## src/rtl/agate_pkg.sv

```systemverilog
`timescale 1ns/1ps
package agate_pkg;
  // strobes from the schedule control into the budget datapath
  typedef struct packed {
    logic gateOpen;  // current cycle lies in an open window
    logic reload;    // the next cycle starts a new open window
  } gateStrobes_t;
endpackage

```

## src/rtl/agate_ctrl.sv

```systemverilog
`timescale 1ns/1ps
module agate_ctrl
  import agate_pkg::*;
#(
  parameter int CNT_W = 16
) (
  input  logic             clk,
  input  logic             rstN,
  input  logic [CNT_W-1:0] onCycles,
  input  logic [CNT_W-1:0] offCycles,
  output gateStrobes_t     strobes
);
  localparam int EXT_W = CNT_W + 1;

  logic             phaseOn;
  logic [CNT_W-1:0] phaseCnt;
  logic             nextPhaseOn;
  logic [CNT_W-1:0] nextCnt;
  logic [EXT_W-1:0] cntPlusOne;
  logic             onZero;
  logic             offZero;
  logic             onDone;
  logic             offDone;
  logic             reloadNow;

  assign onZero     = (onCycles == '0);
  assign offZero    = (offCycles == '0);
  assign cntPlusOne = {1'b0, phaseCnt} + EXT_W'(1);
  assign onDone     = cntPlusOne >= {1'b0, onCycles};
  assign offDone    = cntPlusOne >= {1'b0, offCycles};

  always_comb begin
    nextPhaseOn = phaseOn;
    nextCnt     = phaseCnt + CNT_W'(1);
    reloadNow   = 1'b0;
    if (phaseOn) begin
      if (onDone) begin
        nextCnt = '0;
        if (offZero) reloadNow = 1'b1;     // no closed window: restart open
        else         nextPhaseOn = 1'b0;
      end
    end else begin
      if (offDone) begin
        nextCnt = '0;
        if (!onZero) begin
          nextPhaseOn = 1'b1;
          reloadNow   = 1'b1;
        end
      end
    end
  end

  always_ff @(posedge clk) begin
    if (!rstN) begin
      phaseOn  <= 1'b1;
      phaseCnt <= '0;
    end else begin
      phaseOn  <= nextPhaseOn;
      phaseCnt <= nextCnt;
    end
  end

  assign strobes.gateOpen = offZero || (phaseOn && !onZero);
  assign strobes.reload   = reloadNow;

  AST_ON_COUNT_RANGE: assert property (@(posedge clk) disable iff (!rstN)
    (phaseOn && !onZero) |-> ({1'b0, phaseCnt} < {1'b0, onCycles})) else $error("on count");
  AST_RELOAD_OPENS: assert property (@(posedge clk) disable iff (!rstN)
    strobes.reload |=> strobes.gateOpen) else $error("reload opens");
  AST_ZERO_ON_CLOSED: assert property (@(posedge clk) disable iff (!rstN)
    (onZero && !offZero && !phaseOn) |=> !strobes.gateOpen) else $error("closed");
endmodule

```

## src/rtl/agate_chan.sv

```systemverilog
`timescale 1ns/1ps
module agate_chan (
  input  logic clk,
  input  logic rstN,
  input  logic allow,
  input  logic validIn,
  input  logic readyIn,
  output logic validOut,
  output logic readyOut,
  output logic fire,
  output logic held
);
  logic pass;

  assign pass     = held || allow;
  assign validOut = validIn && pass;
  assign readyOut = readyIn && pass;
  assign fire     = validOut && readyIn;

  always_ff @(posedge clk) begin
    if (!rstN) held <= 1'b0;
    else       held <= validOut && !readyIn;
  end

  AST_HELD_STAYS: assert property (@(posedge clk) disable iff (!rstN)
    (validOut && !readyIn) |=> validOut) else $error("held dropped");
endmodule

```

## src/rtl/agate_datapath.sv

```systemverilog
`timescale 1ns/1ps
module agate_datapath
  import agate_pkg::*;
#(
  parameter int CAP_W = 16,
  parameter int LEN_W = 8
) (
  input  logic             clk,
  input  logic             rstN,
  input  gateStrobes_t     strobes,
  input  logic [CAP_W-1:0] capWords,
  input  logic             arValidIn,
  input  logic [LEN_W-1:0] arLenIn,
  input  logic             arReadyIn,
  output logic             arValidOut,
  output logic             arReadyOut,
  input  logic             awValidIn,
  input  logic [LEN_W-1:0] awLenIn,
  input  logic             awReadyIn,
  output logic             awValidOut,
  output logic             awReadyOut
);
  localparam int COST_W = LEN_W + 1;
  localparam int SUM_W  = ((CAP_W > COST_W + 1) ? CAP_W : COST_W + 1) + 1;

  logic [CAP_W-1:0] budget;
  logic [SUM_W-1:0] budgetExt;
  logic [SUM_W-1:0] arCost;
  logic [SUM_W-1:0] awCost;
  logic [SUM_W-1:0] awNeed;
  logic [SUM_W-1:0] charge;
  logic             capZero;
  logic             arAllow;
  logic             awAllow;
  logic             arFire;
  logic             awFire;
  logic             arHeld;
  logic             awHeld;

  assign capZero   = (capWords == '0);
  assign budgetExt = SUM_W'(budget);
  assign arCost    = SUM_W'(arLenIn) + SUM_W'(1);
  assign awCost    = SUM_W'(awLenIn) + SUM_W'(1);
  // read has priority: a presented read reserves its cost ahead of write
  assign awNeed    = awCost + (arValidIn ? arCost : '0);

  assign arAllow = strobes.gateOpen && (capZero || (budgetExt >= arCost));
  assign awAllow = strobes.gateOpen && (capZero || (budgetExt >= awNeed));

  agate_chan uArChan (
    .clk(clk), .rstN(rstN), .allow(arAllow),
    .validIn(arValidIn), .readyIn(arReadyIn),
    .validOut(arValidOut), .readyOut(arReadyOut),
    .fire(arFire), .held(arHeld)
  );

  agate_chan uAwChan (
    .clk(clk), .rstN(rstN), .allow(awAllow),
    .validIn(awValidIn), .readyIn(awReadyIn),
    .validOut(awValidOut), .readyOut(awReadyOut),
    .fire(awFire), .held(awHeld)
  );

  assign charge = (arFire ? arCost : '0) + (awFire ? awCost : '0);

  always_ff @(posedge clk) begin
    if (!rstN) begin
      budget <= capWords;
    end else if (strobes.reload || capZero) begin
      budget <= capWords;
    end else if (budgetExt >= charge) begin
      budget <= CAP_W'(budgetExt - charge);
    end else begin
      budget <= '0;
    end
  end

  AST_CLOSED_BLOCKS_AR: assert property (@(posedge clk) disable iff (!rstN)
    (!strobes.gateOpen && !arHeld) |-> (!arValidOut && !arReadyOut)) else $error("ar closed");
  AST_CLOSED_BLOCKS_AW: assert property (@(posedge clk) disable iff (!rstN)
    (!strobes.gateOpen && !awHeld) |-> (!awValidOut && !awReadyOut)) else $error("aw closed");
  AST_RELOAD_FILLS: assert property (@(posedge clk) disable iff (!rstN)
    strobes.reload |=> (budget == $past(capWords))) else $error("reload");
  AST_BUDGET_BOUND: assert property (@(posedge clk) disable iff (!rstN)
    !capZero |-> (budget <= capWords)) else $error("bound");
  AST_BOTH_FIT: assert property (@(posedge clk) disable iff (!rstN)
    (!capZero && arFire && awFire && !arHeld && !awHeld) |-> (budgetExt >= arCost + awCost))
    else $error("both fit");
endmodule

```

## src/rtl/addr_duty_gate.sv

```systemverilog
`timescale 1ns/1ps
module addr_duty_gate
  import agate_pkg::*;
#(
  parameter int CNT_W = 16,
  parameter int CAP_W = 16,
  parameter int LEN_W = 8
) (
  input  logic             clk,
  input  logic             rstN,
  input  logic [CNT_W-1:0] onCycles,
  input  logic [CNT_W-1:0] offCycles,
  input  logic [CAP_W-1:0] capWords,
  input  logic             arValidIn,
  input  logic [LEN_W-1:0] arLenIn,
  output logic             arReadyOut,
  output logic             arValidOut,
  input  logic             arReadyIn,
  input  logic             awValidIn,
  input  logic [LEN_W-1:0] awLenIn,
  output logic             awReadyOut,
  output logic             awValidOut,
  input  logic             awReadyIn,
  output logic             gateOpen
);
  gateStrobes_t strobes;

  agate_ctrl #(.CNT_W(CNT_W)) uCtrl (
    .clk(clk), .rstN(rstN),
    .onCycles(onCycles), .offCycles(offCycles),
    .strobes(strobes)
  );

  agate_datapath #(.CAP_W(CAP_W), .LEN_W(LEN_W)) uData (
    .clk(clk), .rstN(rstN), .strobes(strobes), .capWords(capWords),
    .arValidIn(arValidIn), .arLenIn(arLenIn), .arReadyIn(arReadyIn),
    .arValidOut(arValidOut), .arReadyOut(arReadyOut),
    .awValidIn(awValidIn), .awLenIn(awLenIn), .awReadyIn(awReadyIn),
    .awValidOut(awValidOut), .awReadyOut(awReadyOut)
  );

  assign gateOpen = strobes.gateOpen;
endmodule

```

## config.mk

```make
export PLATFORM = sky130hd
export DESIGN_NAME = addr_duty_gate
export DESIGN_NICKNAME = d
export VERILOG_FILES = /design/src/rtl/agate_pkg.sv /design/src/rtl/agate_ctrl.sv /design/src/rtl/agate_chan.sv /design/src/rtl/agate_datapath.sv /design/src/rtl/addr_duty_gate.sv
export SDC_FILE = /design/constraint.sdc
export NUM_CORES = 1
export LEC_CHECK = 0
export BUFFER_PORTS_ARGS = -buffer_cell sky130_fd_sc_hd__buf_4
export CORE_MARGIN = 1.5
export CORE_UTILIZATION = 45
export DETAILED_ROUTE_END_ITERATION = 8
export GPL_TIMING_DRIVEN = 0
export PLACE_DENSITY_LB_ADDON = 0.05
export REMOVE_ABC_BUFFERS = 1
export SKIP_LAST_GASP = 1
export SLEW_MARGIN = 10
export SYNTH_ARGS = -nofsm -noshare
export SYNTH_HDL_FRONTEND = slang
export SYNTH_SLANG_ARGS = --single-unit
```

## constraint.sdc

```tcl
create_clock -name clk -period 10.18 [get_ports clk]
set_input_delay 0.509 -clock clk [delete_from_list [all_inputs] [get_ports clk]]
set_output_delay 0.509 -clock clk [all_outputs]
set_load 0.005 [all_outputs]
```

==> metrics.md <==
| Metric | Value |
|---|---|
| Dominant cells by area after synthesis | `ha_1 24%, dfxtp_1 16%, inv_1 5.2%` |
| Pre-CTS setup slack | `between 1.5 and 2 ns` |
| Internal | `0.000437 W` |
| Post-synth EDFFs | `0` |
| Achievable frequency | `123 MHz` |
| Largest fanout on the critical path | `13` |
| Slowest cell on the critical path | `nor2b_1` |
| Critical R2R Launch | `uData.budget[12]` |
| Actual transition at the worst max-transition pin | `roughly 1.1 ns` |
| CP endpoint kind | `flip-flop` |
| Tmin final | `8.14 ns` |
| Remaining antenna violation count after routing | `0` |
| Total die area | `10,200 µm²` |
| Clock power frac | `roughly 15%` |
| RSZ-0062 raised after global routing | `no` |
| CP Class | `input port to flip-flop` |
| Cell variety after synth | `just over 50` |
| Clk_lat worst skew | `0.29 ns` |
| Synth warn | `0` |
| Worst path required time | `10.36 ns` |
| Fillers | `914` |
| Pwr Total | `0.000741 W` |
| Arr. time, crit path | `8.31 ns` |
| Total vias in the final route | `4,034` |
| Final Max Slew Viols | `0` |
| R2r setup slk | `3.57 ns` |
| Placed Instance Area | `about 5000 µm²` |
| Util after Layout | `around 55%` |
| Drt pass-1 iters | `5` |
| # resized after CTS | `0` |
| Peak VDD IR | `126 µV` |
| Hold Path Class | `input port to flip-flop` |
| Routed WL per cell | `15.0 µm` |
| Design area | `5110 µm²` |
| Number of global-route vias before repair | `3,812` |
| Die height | `101 µm` |
| I/O pin count | `75` |
| Post-Route WL | `11,100 µm` |
| Endpoints failing hold | `0` |
| Power share of the combinational group | `58.4%` |
| Clock root buffer | `clkbuf_8` |
| CTS Sinks | `35` |
| CTS Buf Count | `5` |
| Period utilisation layout | `79.9%` |
| Final WS setup | `~2.0 ns` |
| # diodes | `0` |
| Crit-path max cell delay | `0.84 ns` |
| Relative slew slack | `around 25%` |
| Synth Area per Inst | `8.12 µm²` |
| PortBufs | `74` |
| GRT met3 Usage | `about 2.1%` |
| CTS Buffer Depth | `2` |
| Top FF cell, synth | `dfxtp_1` |
| Setup TNS | `0 ns` |
| Layout cell share with drive strength beyond 1 | `17.3%` |
| Congestion Overflow GR | `0` |
| Core Rows | `35` |
| Antenna violations before repair | `0` |
| Sw frac | `41.0%` |
| Hold_buf cts | `0` |
| FFs w/ async S/R, synth | `0%` |
| Skew final | `0.00833 ns` |
| GPL Wtd Cong | `0.879` |
| Largest net degree at the start of global routing | `18` |
| Most used cell, CP | `ha_1` |
| Synth Instances | `533` |
| Reg2reg end | `uData.budget[9]` |
| Sequential-to-total area share from yosys stat | `16.2%` |
| Post-synthesis register bit count | `35` |
| Min-Delay Endpoint | `uData.uArChan.held` |
| First-pass GRT wire length | `17,900 µm` |
| Initial Utilization | `46.6%` |
| Status | `complete, no violations` |
| Synthesized area | `4330 µm²` |
| Area grow syn2layout | `18.1%` |
| Buffer count from post-CTS setup fixing | `0` |
| Static leakage | `around 2.6 nW` |
| Die X | `101 µm` |
| Finish-stage setup viols | `0` |
| Top cell type's share of synthesized area | `23.7%` |
| Met1 usage | `around a third` |
| Hold_sp | `arReadyIn` |
| # DRC | `0` |
| Detailed placer's ending HPWL | `9370 µm` |
| Pwr dens | `145 nW/µm²` |
| Switching pwr | `0.000304 W` |
| Max-cap violations | `0` |
| Busiest grt layer | `met2` |
| Core ar. | `9280 µm²` |
| CTS tree | `built` |
| Nets@finish | `765` |
| GRT Overall Usage | `22.4%` |
| Cell taking the most area after synthesis | `ha_1` |
| DR vias/cell | `5.45` |
| Worst Reg-to-Reg Cells | `23` |
| Worst Setup Start Kind | `input port` |
| Clock Pin Slew Worst Setup and Hold Paths | `0.08 ns` |
| Hold depth | `2` |
| CTS H-tree lvls | `2` |
| DR iter-0 viols | `around 160` |
| Reg power frac | `between 20% and 30%` |
| Met2 Usage GRT | `35.5%` |
[Yosys cell counts, types with 2 or more instances]
| cell type | n |
|---|---|
| clkbuf_1 | 3 |
| xor2_1 | 20 |
| mux2_4 | 10 |
| and3_1 | 22 |
| a21o_1 | 17 |
| ha_1 | 82 |
| a221o_1 | 2 |
| fa_1 | 3 |
| o21ai_0 | 25 |
| o211ai_1 | 2 |
| or4_1 | 3 |
| nor2b_1 | 13 |
| inv_1 | 60 |
| a211oi_1 | 6 |
| nand2_1 | 22 |
| nor4_1 | 17 |
| xnor2_1 | 24 |
| mux2_2 | 6 |
| nand2b_1 | 7 |
| nand4_1 | 11 |
| nand3_1 | 22 |
| or2_2 | 2 |
| and2_1 | 2 |
| a31oi_1 | 9 |
| nor3_1 | 11 |
| a21oi_1 | 28 |
| o21a_1 | 8 |
| nor2_1 | 39 |
| dfxtp_1 | 35 |
[power groups by stage]
stage / combinational (W) / sequential (W) / clock, W
finish: 0.000433 / 0.000198 / 0.000110
global route: 0.000490 / 0.000203 / 0.000120
CTS: 0.000432 / 0.000198 / 0.000115
detailed placement: 0.000428 / 0.000201 / 0
global placement: 0.000417 / 0.000200 / 0
floorplan: 0.000333 / 0.000188 / 0
[logic make-up after synthesis]
| logic type | synth area share [%] |
|---|---|
| fa+ha+maj | 25.1 |
| buf+inv | 6.02 |
| flops | 16.2 |
| simple gates | 21.5 |
| mux | 5.26 |
| xor+xnor | 8.91 |
| compound gates | 17.0 |
[state kept, by name, indices dropped and copies added (netlist names)]
register and count:
uCtrl.phaseCnt 16, uCtrl.phaseOn 1, uData.budget 16, uData.uArChan.held 1, uData.uAwChan.held 1
[per-layer routing]
layer  vias to the layer above  routed length [µm]
li1                       2078                   -
met1                      1834                5740
met2                       113                4730
met3                         9                 510
met4                         0                 119
met5                         -                   0
[how the worst max path moves through the flow]
stage	depth (start not counted)	to	slack, ns	from
6_report	35	uData.budget[9]	2.04	arValidIn
5_1_grt	35	uData.budget[12]	1.40	arValidIn
4_1_cts	35	uData.budget[9]	2.10	arValidIn
3_5_place_dp	35	uData.budget[9]	1.82	arValidIn
3_3_place_gp	35	uData.budget[9]	1.97	arValidIn
2_1_floorplan	34	uData.budget[9]	3.28	arValidIn
[layout make-up]
class	count	area [µm²]	area share, %
clock buffer	6	82.6	1.62
clock inverter	2	16.3	0.318
inverter	61	229	4.48
multi-input combinational	433	3360	65.8
sequential	35	701	13.7
tap	129	161	3.16
timing repair buffer	74	556	10.9
[stage by stage]
step                hold WS, ns  cells
floorplan                 0.454    529
global placement          0.528    732
detailed placement        0.521    732
CTS                       0.423    740
global route              0.430    740
finish                    0.435    740
[layout by cell type (no fill, tap or decap), drive strengths merged, types with 16 or more instances in the layout]
master,instances
nand3,22
ha,82
o21ai,25
buf,74
and3,22
nand2,22
inv,60
a21o,18
nor4,17
dfxtp,35
nor2,39
a21oi,28
mux2,16
xnor2,24
xor2,20
[critical path, delay by kind of cell]
family / cells / cell delay (ns)
AO/OA/AOI/OAI: 15 / 3.52
XOR/XNOR: 2 / 0.36
adder cells (fa/ha/maj): 6 / 1.59
buffers and inverters: 5 / 0.57
multiplexers: 1 / 0.29
AND/OR/NAND/NOR: 6 / 1.47
Note: power is estimated with default switching activity, not from simulation.
